==> src/rtl/tlul_guard_pkg.sv <==
package tlul_guard_pkg;

  localparam logic [2:0] OP_PUT_FULL = 3'd0;
  localparam logic [2:0] OP_PUT_PART = 3'd1;
  localparam logic [2:0] OP_GET      = 3'd4;

  localparam logic [2:0] RSP_ACK      = 3'd0;
  localparam logic [2:0] RSP_ACK_DATA = 3'd1;

  typedef struct packed {
    logic bad_opcode;
    logic bad_size;
    logic bad_align;
    logic bad_lanes;
    logic bad_full;
    logic bad_unmapped;
    logic bad_offset;
    logic bad_cover;
    logic bad_instr;
    logic bad_perm;
  } err_flags_t;

  // Byte lanes addressed by a transfer of 2^size bytes starting at lane lo.
  function automatic logic [3:0] lane_span(input logic [1:0] size, input logic [1:0] lo);
    logic [3:0] base;
    case (size)
      2'd0:    base = 4'b0001;
      2'd1:    base = 4'b0011;
      default: base = 4'b1111;
    endcase
    return base << lo;
  endfunction

  // Low address bits that must be zero for the given size.
  function automatic logic misaligned(input logic [1:0] size, input logic [1:0] lo);
    case (size)
      2'd0:    return 1'b0;
      2'd1:    return lo[0];
      default: return |lo;
    endcase
  endfunction

  function automatic logic legal_opcode(input logic [2:0] op);
    return (op == OP_GET) || (op == OP_PUT_FULL) || (op == OP_PUT_PART);
  endfunction

endpackage

==> src/rtl/tlul_guard_map.sv <==
module tlul_guard_map #(
  parameter int unsigned IW       = 6,
  parameter int unsigned NUM_REGS = 6,
  parameter logic [NUM_REGS-1:0]   REG_RD    = 6'b110111,
  parameter logic [NUM_REGS-1:0]   REG_WR    = 6'b111011,
  parameter logic [NUM_REGS*4-1:0] REG_BYTES = 24'hF1FF3F
) (
  input  logic [IW-1:0] idx_i,
  output logic          hit_o,
  output logic          rd_ok_o,
  output logic          wr_ok_o,
  output logic [3:0]    bytes_o
);

  logic [NUM_REGS-1:0] match;

  for (genvar g = 0; g < NUM_REGS; g++) begin : g_slot
    assign match[g] = (idx_i == IW'(g));
  end

  assign hit_o   = |match;
  assign rd_ok_o = |(match & REG_RD);
  assign wr_ok_o = |(match & REG_WR);

  always_comb begin
    bytes_o = '0;
    for (int i = 0; i < NUM_REGS; i++) begin
      if (match[i]) bytes_o = bytes_o | REG_BYTES[i*4 +: 4];
    end
  end

endmodule

==> src/rtl/tlul_guard_classify.sv <==
module tlul_guard_classify
  import tlul_guard_pkg::*;
(
  input  logic       [2:0] opcode_i,
  input  logic       [1:0] size_i,
  input  logic       [3:0] mask_i,
  input  logic       [1:0] lo_i,
  input  logic             instr_i,
  input  logic             dev_mode_i,
  input  logic             hit_i,
  input  logic             rd_ok_i,
  input  logic             wr_ok_i,
  input  logic       [3:0] bytes_i,
  output err_flags_t       flags_o,
  output logic             err_o,
  output logic             is_write_o,
  output logic             is_read_o
);

  logic [3:0] span;

  assign span       = lane_span(size_i, lo_i);
  assign is_write_o = (opcode_i == OP_PUT_FULL) || (opcode_i == OP_PUT_PART);
  assign is_read_o  = (opcode_i == OP_GET);

  always_comb begin
    flags_o              = '0;
    flags_o.bad_opcode   = !legal_opcode(opcode_i);
    flags_o.bad_size     = (size_i == 2'd3);
    flags_o.bad_align    = !flags_o.bad_size && misaligned(size_i, lo_i);
    flags_o.bad_lanes    = !flags_o.bad_size && ((mask_i & ~span) != 4'b0);
    flags_o.bad_full     = (opcode_i == OP_PUT_FULL) && !flags_o.bad_size && (mask_i != span);
    flags_o.bad_unmapped = !hit_i && dev_mode_i;
    flags_o.bad_offset   = is_write_o && hit_i && (lo_i != 2'd0);
    flags_o.bad_cover    = is_write_o && hit_i && ((mask_i & bytes_i) != bytes_i);
    flags_o.bad_instr    = is_write_o && instr_i;
    flags_o.bad_perm     = hit_i && ((is_write_o && !wr_ok_i) || (is_read_o && !rd_ok_i));
  end

  assign err_o = |flags_o;

endmodule

==> src/rtl/tlul_guard_rsp.sv <==
module tlul_guard_rsp
  import tlul_guard_pkg::*;
#(
  parameter int unsigned DW = 32
) (
  input  logic          clk_i,
  input  logic          rst_ni,
  input  logic          accept_i,
  input  logic          err_i,
  input  logic          is_read_i,
  input  logic          deliver_i,
  input  logic [DW-1:0] rdata_i,
  input  logic          d_ready_i,
  output logic          a_ready_o,
  output logic          d_valid_o,
  output logic [2:0]    d_opcode_o,
  output logic          d_error_o,
  output logic [DW-1:0] d_data_o
);

  logic [DW-1:0] data_nxt;
  logic          rsp_taken;

  assign rsp_taken = d_valid_o && d_ready_i;
  assign a_ready_o = !d_valid_o;

  always_comb begin
    if (err_i && is_read_i) data_nxt = '1;
    else if (deliver_i)     data_nxt = rdata_i;
    else                    data_nxt = '0;
  end

  always_ff @(posedge clk_i or negedge rst_ni) begin
    if (!rst_ni) begin
      d_valid_o  <= 1'b0;
      d_opcode_o <= RSP_ACK;
      d_error_o  <= 1'b0;
      d_data_o   <= '0;
    end else if (accept_i) begin
      d_valid_o  <= 1'b1;
      d_opcode_o <= is_read_i ? RSP_ACK_DATA : RSP_ACK;
      d_error_o  <= err_i;
      d_data_o   <= data_nxt;
    end else if (rsp_taken) begin
      d_valid_o  <= 1'b0;
    end
  end


  busy_after_accept_chk: assert property (@(posedge clk_i) disable iff (!rst_ni)
    accept_i |=> d_valid_o && !a_ready_o);


  rsp_hold_chk: assert property (@(posedge clk_i) disable iff (!rst_ni)
    d_valid_o && !d_ready_i |=> d_valid_o && $stable(d_data_o) && $stable(d_error_o)
                                && $stable(d_opcode_o));


  release_chk: assert property (@(posedge clk_i) disable iff (!rst_ni)
    rsp_taken |=> !d_valid_o && a_ready_o);


  err_read_ones_chk: assert property (@(posedge clk_i) disable iff (!rst_ni)
    d_valid_o && d_error_o && (d_opcode_o == RSP_ACK_DATA) |-> d_data_o == '1);

endmodule

==> src/rtl/tlul_req_guard.sv <==
module tlul_req_guard
  import tlul_guard_pkg::*;
#(
  parameter int unsigned AW       = 8,
  parameter int unsigned DW       = 32,
  parameter int unsigned NUM_REGS = 6,
  parameter logic [NUM_REGS-1:0]   REG_RD    = 6'b110111,
  parameter logic [NUM_REGS-1:0]   REG_WR    = 6'b111011,
  parameter logic [NUM_REGS*4-1:0] REG_BYTES = 24'hF1FF3F
) (
  input  logic          clk_i,
  input  logic          rst_ni,
  input  logic          dev_mode_i,
  input  logic          a_valid_i,
  output logic          a_ready_o,
  input  logic [2:0]    a_opcode_i,
  input  logic [1:0]    a_size_i,
  input  logic [3:0]    a_mask_i,
  input  logic [AW-1:0] a_address_i,
  input  logic [DW-1:0] a_data_i,
  input  logic          a_instr_i,
  output logic          d_valid_o,
  input  logic          d_ready_i,
  output logic [2:0]    d_opcode_o,
  output logic          d_error_o,
  output logic [DW-1:0] d_data_o,
  output logic          reg_we_o,
  output logic          reg_re_o,
  output logic [AW-3:0] reg_idx_o,
  output logic [DW-1:0] reg_wdata_o,
  output logic [3:0]    reg_wmask_o,
  input  logic [DW-1:0] reg_rdata_i
);

  localparam int unsigned IW = AW - 2;

  logic       accept;
  logic       hit, rd_ok, wr_ok;
  logic [3:0] bytes;
  err_flags_t flags;
  logic       req_err, is_write, is_read;

  assign accept    = a_valid_i && a_ready_o;
  assign reg_idx_o = a_address_i[AW-1:2];

  tlul_guard_map #(
    .IW(IW), .NUM_REGS(NUM_REGS), .REG_RD(REG_RD), .REG_WR(REG_WR), .REG_BYTES(REG_BYTES)
  ) map_i (
    .idx_i   (reg_idx_o),
    .hit_o   (hit),
    .rd_ok_o (rd_ok),
    .wr_ok_o (wr_ok),
    .bytes_o (bytes)
  );

  tlul_guard_classify classify_i (
    .opcode_i   (a_opcode_i),
    .size_i     (a_size_i),
    .mask_i     (a_mask_i),
    .lo_i       (a_address_i[1:0]),
    .instr_i    (a_instr_i),
    .dev_mode_i (dev_mode_i),
    .hit_i      (hit),
    .rd_ok_i    (rd_ok),
    .wr_ok_i    (wr_ok),
    .bytes_i    (bytes),
    .flags_o    (flags),
    .err_o      (req_err),
    .is_write_o (is_write),
    .is_read_o  (is_read)
  );

  assign reg_we_o    = accept && !req_err && is_write && hit;
  assign reg_re_o    = accept && !req_err && is_read && hit;
  assign reg_wdata_o = a_data_i;
  assign reg_wmask_o = a_mask_i;

  tlul_guard_rsp #(.DW(DW)) rsp_i (
    .clk_i      (clk_i),
    .rst_ni     (rst_ni),
    .accept_i   (accept),
    .err_i      (req_err),
    .is_read_i  (is_read),
    .deliver_i  (reg_re_o),
    .rdata_i    (reg_rdata_i),
    .d_ready_i  (d_ready_i),
    .a_ready_o  (a_ready_o),
    .d_valid_o  (d_valid_o),
    .d_opcode_o (d_opcode_o),
    .d_error_o  (d_error_o),
    .d_data_o   (d_data_o)
  );


  strobe_onehot_chk: assert property (@(posedge clk_i) disable iff (!rst_ni)
    $onehot0({reg_we_o, reg_re_o}));


  write_clean_chk: assert property (@(posedge clk_i) disable iff (!rst_ni)
    reg_we_o |=> d_valid_o && !d_error_o);


  bad_opcode_chk: assert property (@(posedge clk_i) disable iff (!rst_ni)
    accept && (a_opcode_i != OP_GET) && (a_opcode_i != OP_PUT_FULL)
    && (a_opcode_i != OP_PUT_PART) |=> d_error_o);


  quiet_unmapped_chk: assert property (@(posedge clk_i) disable iff (!rst_ni)
    accept && !dev_mode_i && (reg_idx_o >= IW'(NUM_REGS)) && !reg_we_o && !reg_re_o
    && (a_opcode_i == OP_GET) && (a_size_i == 2'd2) && (a_mask_i == 4'hF)
    && (a_address_i[1:0] == 2'd0) |=> !d_error_o && (d_data_o == '0));

endmodule

==> config.mk <==
export PLATFORM = sky130hd
export DESIGN_NAME = tlul_req_guard
export DESIGN_NICKNAME = d
export VERILOG_FILES = /design/src/rtl/tlul_guard_pkg.sv /design/src/rtl/tlul_guard_map.sv /design/src/rtl/tlul_guard_classify.sv /design/src/rtl/tlul_guard_rsp.sv /design/src/rtl/tlul_req_guard.sv
export SDC_FILE = /design/constraint.sdc
export NUM_CORES = 1
export LEC_CHECK = 0
export ABC_AREA = 0
export BUFFER_PORTS_ARGS = -buffer_cell sky130_fd_sc_hd__buf_4
export CAP_MARGIN = 20
export CORE_ASPECT_RATIO = 2
export CORE_MARGIN = 2
export CORE_UTILIZATION = 42
export CTS_CLUSTER_DIAMETER = 80
export DETAILED_ROUTE_END_ITERATION = 8
export PLACE_DENSITY = 0.81
export REMOVE_ABC_BUFFERS = 1
export SLEW_MARGIN = 20
export SYNTH_ARGS = -nofsm -noshare
export SYNTH_HDL_FRONTEND = slang
export SYNTH_SLANG_ARGS = --single-unit
==> constraint.sdc <==
create_clock -name clk_i -period 3.2 [get_ports clk_i]
set_clock_uncertainty 0.2 [all_clocks]
set_input_delay 0.64 -clock clk_i [delete_from_list [all_inputs] [get_ports clk_i]]
set_output_delay 0.64 -clock clk_i [all_outputs]
set_load 0.05 [all_outputs]
==> metrics, run 1 <==
status complete, but fails checks; failing checks DRC, setup timing; number of flops mapped to enable cells by yosys 0; largest net degree at the start of global routing 36; Pwr Density 481 nW/um2; post-route DRC violation count 12; Root Buffer clkbuf_16; crit share post-route 101%; r2r startpoint rsp_i.d_valid_o; Slew @ Worst Pin 709 ps; CP cell instances buf_6 -> buf_6 -> o21bai_4 -> ha_2 -> or4_4 -> nor3_2 -> and4_4 -> and4_1 -> buf_6; async set-reset flop share out of synthesis 100%; CTS tree done; Final Hold Vio Count 0; TritonRoute pass-1 iters 7; CP startpoint a_address_i[1]; number of I/O pins 169; Worst Path Max Fanout 5; sequential area share after synthesis 34.9%; synth warn 0; initial DRC count 86; Die Height 113 um; Max Freq 0.308 GHz; GRT Max-Usage Layer met2; total global-route track usage 22.3%; area added between synthesis and finish 29.7%; Min-Delay Path Class in2async; WS Path Type in2out; sw frac 33.8%; ANT nets after route 0; Placer Congestion 0.818; Crit path top cell by count buf_6; Post-Syn Instances 242; maximum VDD drop 305 uV; Syn Area/Cell 10.4 um2; max-cap viol count 0; LEAKAGE 1.42 nW; clock group share of total power 34.7%; DR WL/cell 20.6 um; Die Wd 58.7 um; slowest CP cell or4_4; CTS Sinks 35; CTS Buffer Depth 2; via count 2,180; crit start category input port; Initial Util 43.6%; Crit path largest cell delay 510 ps; Data arrival, critical path 2400 ps; Core Region 5760 um2; initial antenna violation count 0; most common cell after layout, fill and taps aside buf_4; most frequent cells in the layout buf_4, dfrtp_1, a21oi_1, nand2_1, a41oi_2; met1 GRT Util 22.5%; # diodes 0; post-layout util 56.5%; Final Critical Period 3240 ps; H-tree levels 2; port bufs 102; die area 6640 um2; vias per cell 5.99; Top FF cell, synth dfrtp_1; RSZ-0062 raised after global routing true; share of cells above drive strength 1 55.8%; Clock Pin Slew Worst Setup and Hold Paths 60 ps; Gate power share 32.4%; area leader, netlist dfrtp_1; total congestion overflow 0; met2 usage in global routing 38.2%; routed wire length 7.49 mm; setup ws final -43.5 ps; Slew Limit Fails 0; sw power 0.529 mW; main area contributors after synthesis dfrtp_1, a41oi_2, buf_4, a21oi_1, nand2_1; Inserted Clock Buffers 5; final cell count without fillers 364; Synth top area share 34.9%; Final nets 393; first-pass GRT wire length 11.0 mm; Yosys cell types 37; Clk Latency, worst-skew pair 270 ps; Setup Viol. Count Final 2; CP endpoint kind output pin; #FFs+latches synth 35; row count 39; Hold Slack 110 ps; met3 Use GR 11.3%; Max-slew headroom 52.6%; placed insts 354; vias in the first global route 2,148; Worst EP required 2360 ps; Int Pwr 1.04 mW; sequential share of power 32.9%; Netlist Area Pre-Place 2510 um2; Post-DP HPWL 5.76 mm
## synth_stat cells (all sizes together) (2+ instances only)
library cell / count
a41oi: 32
dfrtp: 35
inv: 3
nor4b: 3
nor3: 4
ha: 4
or2: 3
and4: 3
nand2: 33
nand2b: 3
a32oi: 2
buf: 57
clkbuf: 7
o21ai: 2
a21o: 2
a21oi: 33
a211oi: 2
## power groups by stage
stage	clock, mW	sequential [mW]	combinational, mW
global route	0.580	0.520	0.532
detailed placement	0	0.523	0.501
global placement	0	0.520	0.491
CTS	0.555	0.515	0.508
floorplan	0	0.680	0.118
finish	0.543	0.515	0.508
## metal layers
layer	part of all wire (%)	wire length, um	vias up
li1	-	-	966
met1	31	2340	1057
met2	53	3940	147
met3	14	1050	10
met4	2.1	161	0
met5	0	0	-
## layout make-up
| type | count | area, um2 |
|---|---|---|
| clock buffers | 5 | 125 |
| clock inverters | 3 | 43.8 |
| fillers | 523 | 2500 |
| inverters | 3 | 11.3 |
| multi-input cells | 141 | 1210 |
| flip-flops and latches | 35 | 876 |
| well taps | 61 | 76.3 |
| repair buffers | 116 | 913 |
## per-stage QoR
stage                     setup TNS [ps]  worst slack, ps  power, mW  cell area (um2)
after floorplan                   -11450            -1210      0.798             2050
after detailed placement            -375             -204       1.02             3020
after global placement              -316             -165       1.01             2990
after global routing                -239             -135       1.63             3250
final                              -74.4            -43.5       1.57             3250
after CTS                           -164            -97.6       1.58             3240
## kinds of logic after synthesis
family          after synthesis  synth area share (%)
fa+ha+maj                     4                  2.00
simple gates                 55                  12.2
compound gates               80                  31.8
flops                        35                  34.9
other cells                   1                 0.149
buf+inv                      67                  19.0
## critical path, delay by kind of cell
kind | cells | cell delay (ps)
adder cells (fa/ha/maj) | 1 | 170
buffers and inverters | 3 | 380
AND/OR/NAND/NOR | 4 | 1060
AO/OA/AOI/OAI | 1 | 160
## state kept, by name, summed over array words and instances (netlist names)
register	flops
rsp_i.d_valid_o	1
rsp_i.d_opcode_o	1
rsp_i.d_error_o	1
rsp_i.d_data_o	32
## timing repair
action	in CTS	in global routing
hold buffers	0	0
setup buffers	2	0
pin swaps	4	0
endpoints found under the setup margin	2	2
resized for setup	10	4
## worst paths after layout
check | slack, ps | cells past startpoint | to
setup / recovery | -40 | 9 | reg_re_o
hold / removal | 110 | 1 | rsp_i.d_data_o[20]
setup reg to reg | 1050 | 6 | rsp_i.d_data_o[27]
hold reg to reg | 300 | 1 | rsp_i.d_opcode_o[0]
max in group asynchronous | 2360 | 1 | rsp_i.d_data_o[30]
min in group clk_i | 300 | 1 | rsp_i.d_opcode_o[0]
Power figures use the tool's default switching activity.
==> run 2, diff against run 1 <==
CORE_MARGIN = not set   (was 2)
==> run 2 against run 1 <==
The flow finishes with violations (setup timing). Die area decreased by 5.1%. Combinational power is essentially flat. Final area fell by 0.73%. Clock power shrank 19%. Critical path type unchanged. Critical endpoint unchanged. Highest routed layer is now met5.
==> metrics, run 2 (synthesized netlist as in run 1, its figures left out) <==
Post-CTS Hold Fix Bufs 0; DR WL/cell 22.8 um; die area 6300 um2; Inserted Clock Buffers 5; row count 39; Slew Limit Fails 0; LEAKAGE 1.40 nW; setup ws final -61.9 ps; Die Height 111 um; crit share post-route 102%; ANT nets after route 0; area added between synthesis and finish 28.8%; TritonRoute pass-1 iters 4; Max-slew headroom 63.6%; Root Buffer clkbuf_16; multi-input logic area 1220 um2; Core Region 5710 um2; CTS Buffer Depth 2; Die Wd 56.7 um; Slew @ Worst Pin 538 ps; status complete, but fails checks; CTS tree done; initial DRC count 54; largest net degree at the start of global routing 36; Final nets 394; Placer Congestion 0.927; Min-Delay Path Class in2async; total global-route track usage 26.6%; Post-DP HPWL 6.49 mm; number of I/O pins 169; Max Freq 0.307 GHz; Clock Pin Slew Worst Setup and Hold Paths 50 ps; via count 2,146; total congestion overflow 0; vias in the first global route 2,229; Biggest register rsp_i.d_data_o; initial antenna violation count 0; RSZ-0062 raised after global routing true; Fill cells 510; post-route DRC violation count 0; max-cap viol count 0; CP endpoint kind output pin; port bufs 102; WS Path Type in2out; Hold Slack 113 ps; vias per cell 5.91; Setup Viol. Count Final 2; first-pass GRT wire length 12.4 mm; FF/Latch Area 876 um2; Worst EP required 2360 ps; routed wire length 8.29 mm; maximum VDD drop 335 uV; CTS Sinks 35; share of cells above drive strength 1 56.3%; Pwr Density 454 nW/um2; H-tree levels 2; Data arrival, critical path 2420 ps; most frequent cells in the layout buf_4, dfrtp_1, a21oi_1, nand2_1, a41oi_2; number of flip-flops under the largest register name 32; Clk Latency, worst-skew pair 280 ps; Final Critical Period 3260 ps; Total Neg Setup Slack -123 ps; Initial Util 43.9%; failing checks setup timing; most common cell after layout, fill and taps aside buf_4; Worst Path Max Fanout 3; Final Hold Vio Count 0; crit start category input port; # diodes 0
## run 2: final cells by class
class                      instances  area share [%]
multi-input combinational        141            37.8
inverter                           3           0.349
tap                               61            2.36
sequential                        35            27.1
timing repair buffer             117            28.4
clock buffer                       6            3.99
## run 2: power breakdown
group	total [mW]	switching, mW	internal [mW]	leakage [nW]
clock	0.441	0.162	0.279	0.0628
combinational	0.511	0.329	0.182	0.874
sequential	0.516	0.0269	0.489	0.466
## run 2: final timing paths
check                                    start                   to  slack, ps  cells past startpoint
setup reg to reg               rsp_i.d_valid_o    rsp_i.d_data_o[0]        980                      6
hold / removal                          rst_ni    rsp_i.d_data_o[8]        110                      1
min in group clk_i         rsp_i.d_opcode_o[0]  rsp_i.d_opcode_o[0]        290                      1
max in group asynchronous               rst_ni   rsp_i.d_data_o[21]       2360                      1
hold reg to reg            rsp_i.d_opcode_o[0]  rsp_i.d_opcode_o[0]        290                      1
setup / recovery                a_address_i[1]             reg_re_o        -60                      8
## run 2: critical path, cell delays in order
cell and delay (ps):
buf_6 100, or2_4 240, ha_2 170, or4_4 540, nor3_4 120, and4_4 250
and4_4 220, buf_8 140
## run 2: metrics by stage
step / total power [mW] / setup WS [ps] / std cells / instance area (um2) / utilization (%)
final: 1.47 / -61.9 / 363 / 3230 / 56.6
after global routing: 1.52 / -125 / 363 / 3230 / 56.6
after CTS: 1.47 / -117 / 361 / 3180 / 55.7
after detailed placement: 1.03 / -192 / 354 / 3000 / 52.6
after global placement: 1.01 / -157 / 352 / 2980 / 52.2
after floorplan: 0.798 / -1210 / 179 / 2050 / -
## run 2: layer usage
metal / wire length (um) / GRT usage (%)
met1: 2130 / 21.0
met3: 1170 / 15.2
met5: 36 / 4.46
met2: 4790 / 50.0
met4: 162 / 10.4
## run 2: what timing repair did
action / 4_1_cts / 5_1_grt
pin swaps: 4 / 8
buffers inserted: 1 / 2
resized for setup: 12 / 8
endpoints found under the setup margin: 2 / 2
==> run 3, diff against run 2 <==
RECOVER_POWER = 50   (was not set)
==> run 3 against run 2 <==
The flow finishes with violations (capacitance limit, slew limit, setup timing). Sequential power is essentially flat. Wire length shrank 0.39%. Cell count is the same. Combinational power is essentially flat. Global-route usage is the same. Non-clock buffer count is the same. Setup slack gained 2.6 ps.
==> metrics, run 3 (synthesized netlist as in run 1, its figures left out) <==
post-layout util 56.5%; LEAKAGE 1.40 nW; Worst EP required 2360 ps; Max-slew headroom -28.2%; Min-Delay Path Class reg2reg; via count 2,163; Total Neg Setup Slack -118 ps; number of flip-flops under the largest register name 32; DR WL/cell 22.7 um; placed insts 354; initial antenna violation count 0; setup ws final -59.3 ps; CTS Sinks 35; total global-route track usage 26.6%; post-route DRC violation count 0; vias per cell 5.96; Final Hold Vio Count 0; Data arrival, critical path 2420 ps; largest net degree at the start of global routing 36; ANT nets after route 0; row count 39; Setup Viol. Count Final 2; CP endpoint kind output pin; share of cells above drive strength 1 56.0%; Worst Path Max Fanout 3; Slew Limit Fails 36; initial DRC count 68; Final nets 394; maximum VDD drop 335 uV; port bufs 102; most frequent cells in the layout buf_4, dfrtp_1, a21oi_1, nand2_1, a41oi_2; number of I/O pins 169; Initial Util 43.9%; Biggest register rsp_i.d_data_o; H-tree levels 2; CP delay by family, top simple AND/OR/NAND/NOR gates; failing checks capacitance limit, slew limit, setup timing; crit share post-route 102%; status complete, but fails checks; Crit path largest cell delay 540 ps; vias in the first global route 2,229; die area 6300 um2; max-cap viol count 1; Post-CTS Hold Fix Bufs 0; RSZ-0062 raised after global routing true; # diodes 0; Die Wd 56.7 um; Pwr Density 454 nW/um2; Crit path top cell by count and4_4; Placer Congestion 0.927; DP Worst Slack -192 ps; final cell count without fillers 363; CTS tree done; CP bufs+invs 2; total congestion overflow 0; crit start category input port; Root Buffer clkbuf_16; Inserted Clock Buffers 5; Final Critical Period 3260 ps; Clk Latency, worst-skew pair 270 ps; CP cell instances buf_6 -> or2_4 -> ha_2 -> or4_4 -> nor3_4 -> and4_4 -> and4_4 -> buf_8; Core Region 5710 um2; Post-DP HPWL 6.49 mm; Die Height 111 um; first-pass GRT wire length 12.4 mm; routed wire length 8.25 mm; CTS Buffer Depth 2; most common cell after layout, fill and taps aside buf_4; Clock Pin Slew Worst Setup and Hold Paths 50 ps; Hold Slack 290 ps; Slew @ Worst Pin 1920 ps; slowest CP cell or4_4; Max Freq 0.307 GHz; WS Path Type in2out; area added between synthesis and finish 28.6%; TritonRoute pass-1 iters 4
==> run 3: cell count changes in the layout (fill, tap and decap cells not counted), sizes merged <==
cell,delta
clkbuf,+1
buf,-1
==> run 3: repair_timing <==
action	CTS	global route
hold endpoints to repair	0	0
pin swaps	4	8
setup endpoints to repair	2	2
resized for setup	12	8
buffers inserted	1	2
gates cloned	0	0
==> run 3: layout make-up <==
type	instances	area (um2)
fill	512	2480
clock buffer	6	129
sequential	35	876
tap	61	76.3
timing repair buffer	117	912
inverter	3	11.3
multi-input combinational	141	1220
==> run 3: report_power, final <==
group	total [mW]	switching [mW]	internal [mW]
Sequential	0.516	0.0268	0.489
Combinational	0.510	0.329	0.181
Clock	0.439	0.160	0.279
==> run 3: stage by stage <==
step / power (mW) / instance area, um2
after floorplan: 0.798 / 2050
after global placement: 1.01 / 2980
after detailed placement: 1.03 / 3000
after CTS: 1.47 / 3180
after global routing: 1.52 / 3230
final: 1.46 / 3230
==> run 3: per-layer routing <==
layer	global-route usage (%)	vias up	part of all wire [%]
met5	4.46	-	0.44
met3	15.2	13	14
met1	21.0	1054	26
li1	-	961	-
met4	10.4	2	2.0
met2	50.0	133	57
==> run 3: final timing paths <==
check	start	to	slack (ps)	cells past startpoint
max	a_address_i[1]	reg_re_o	-60	8
min	rsp_i.d_opcode_o[0]	rsp_i.d_opcode_o[0]	290	1
min in group asynchronous	rst_ni	rsp_i.d_data_o[8]	690	1
max reg2reg	rsp_i.d_valid_o	rsp_i.d_data_o[0]	980	6
max in group asynchronous	rst_ni	rsp_i.d_data_o[21]	990	1
min reg2reg	rsp_i.d_opcode_o[0]	rsp_i.d_opcode_o[0]	290	1
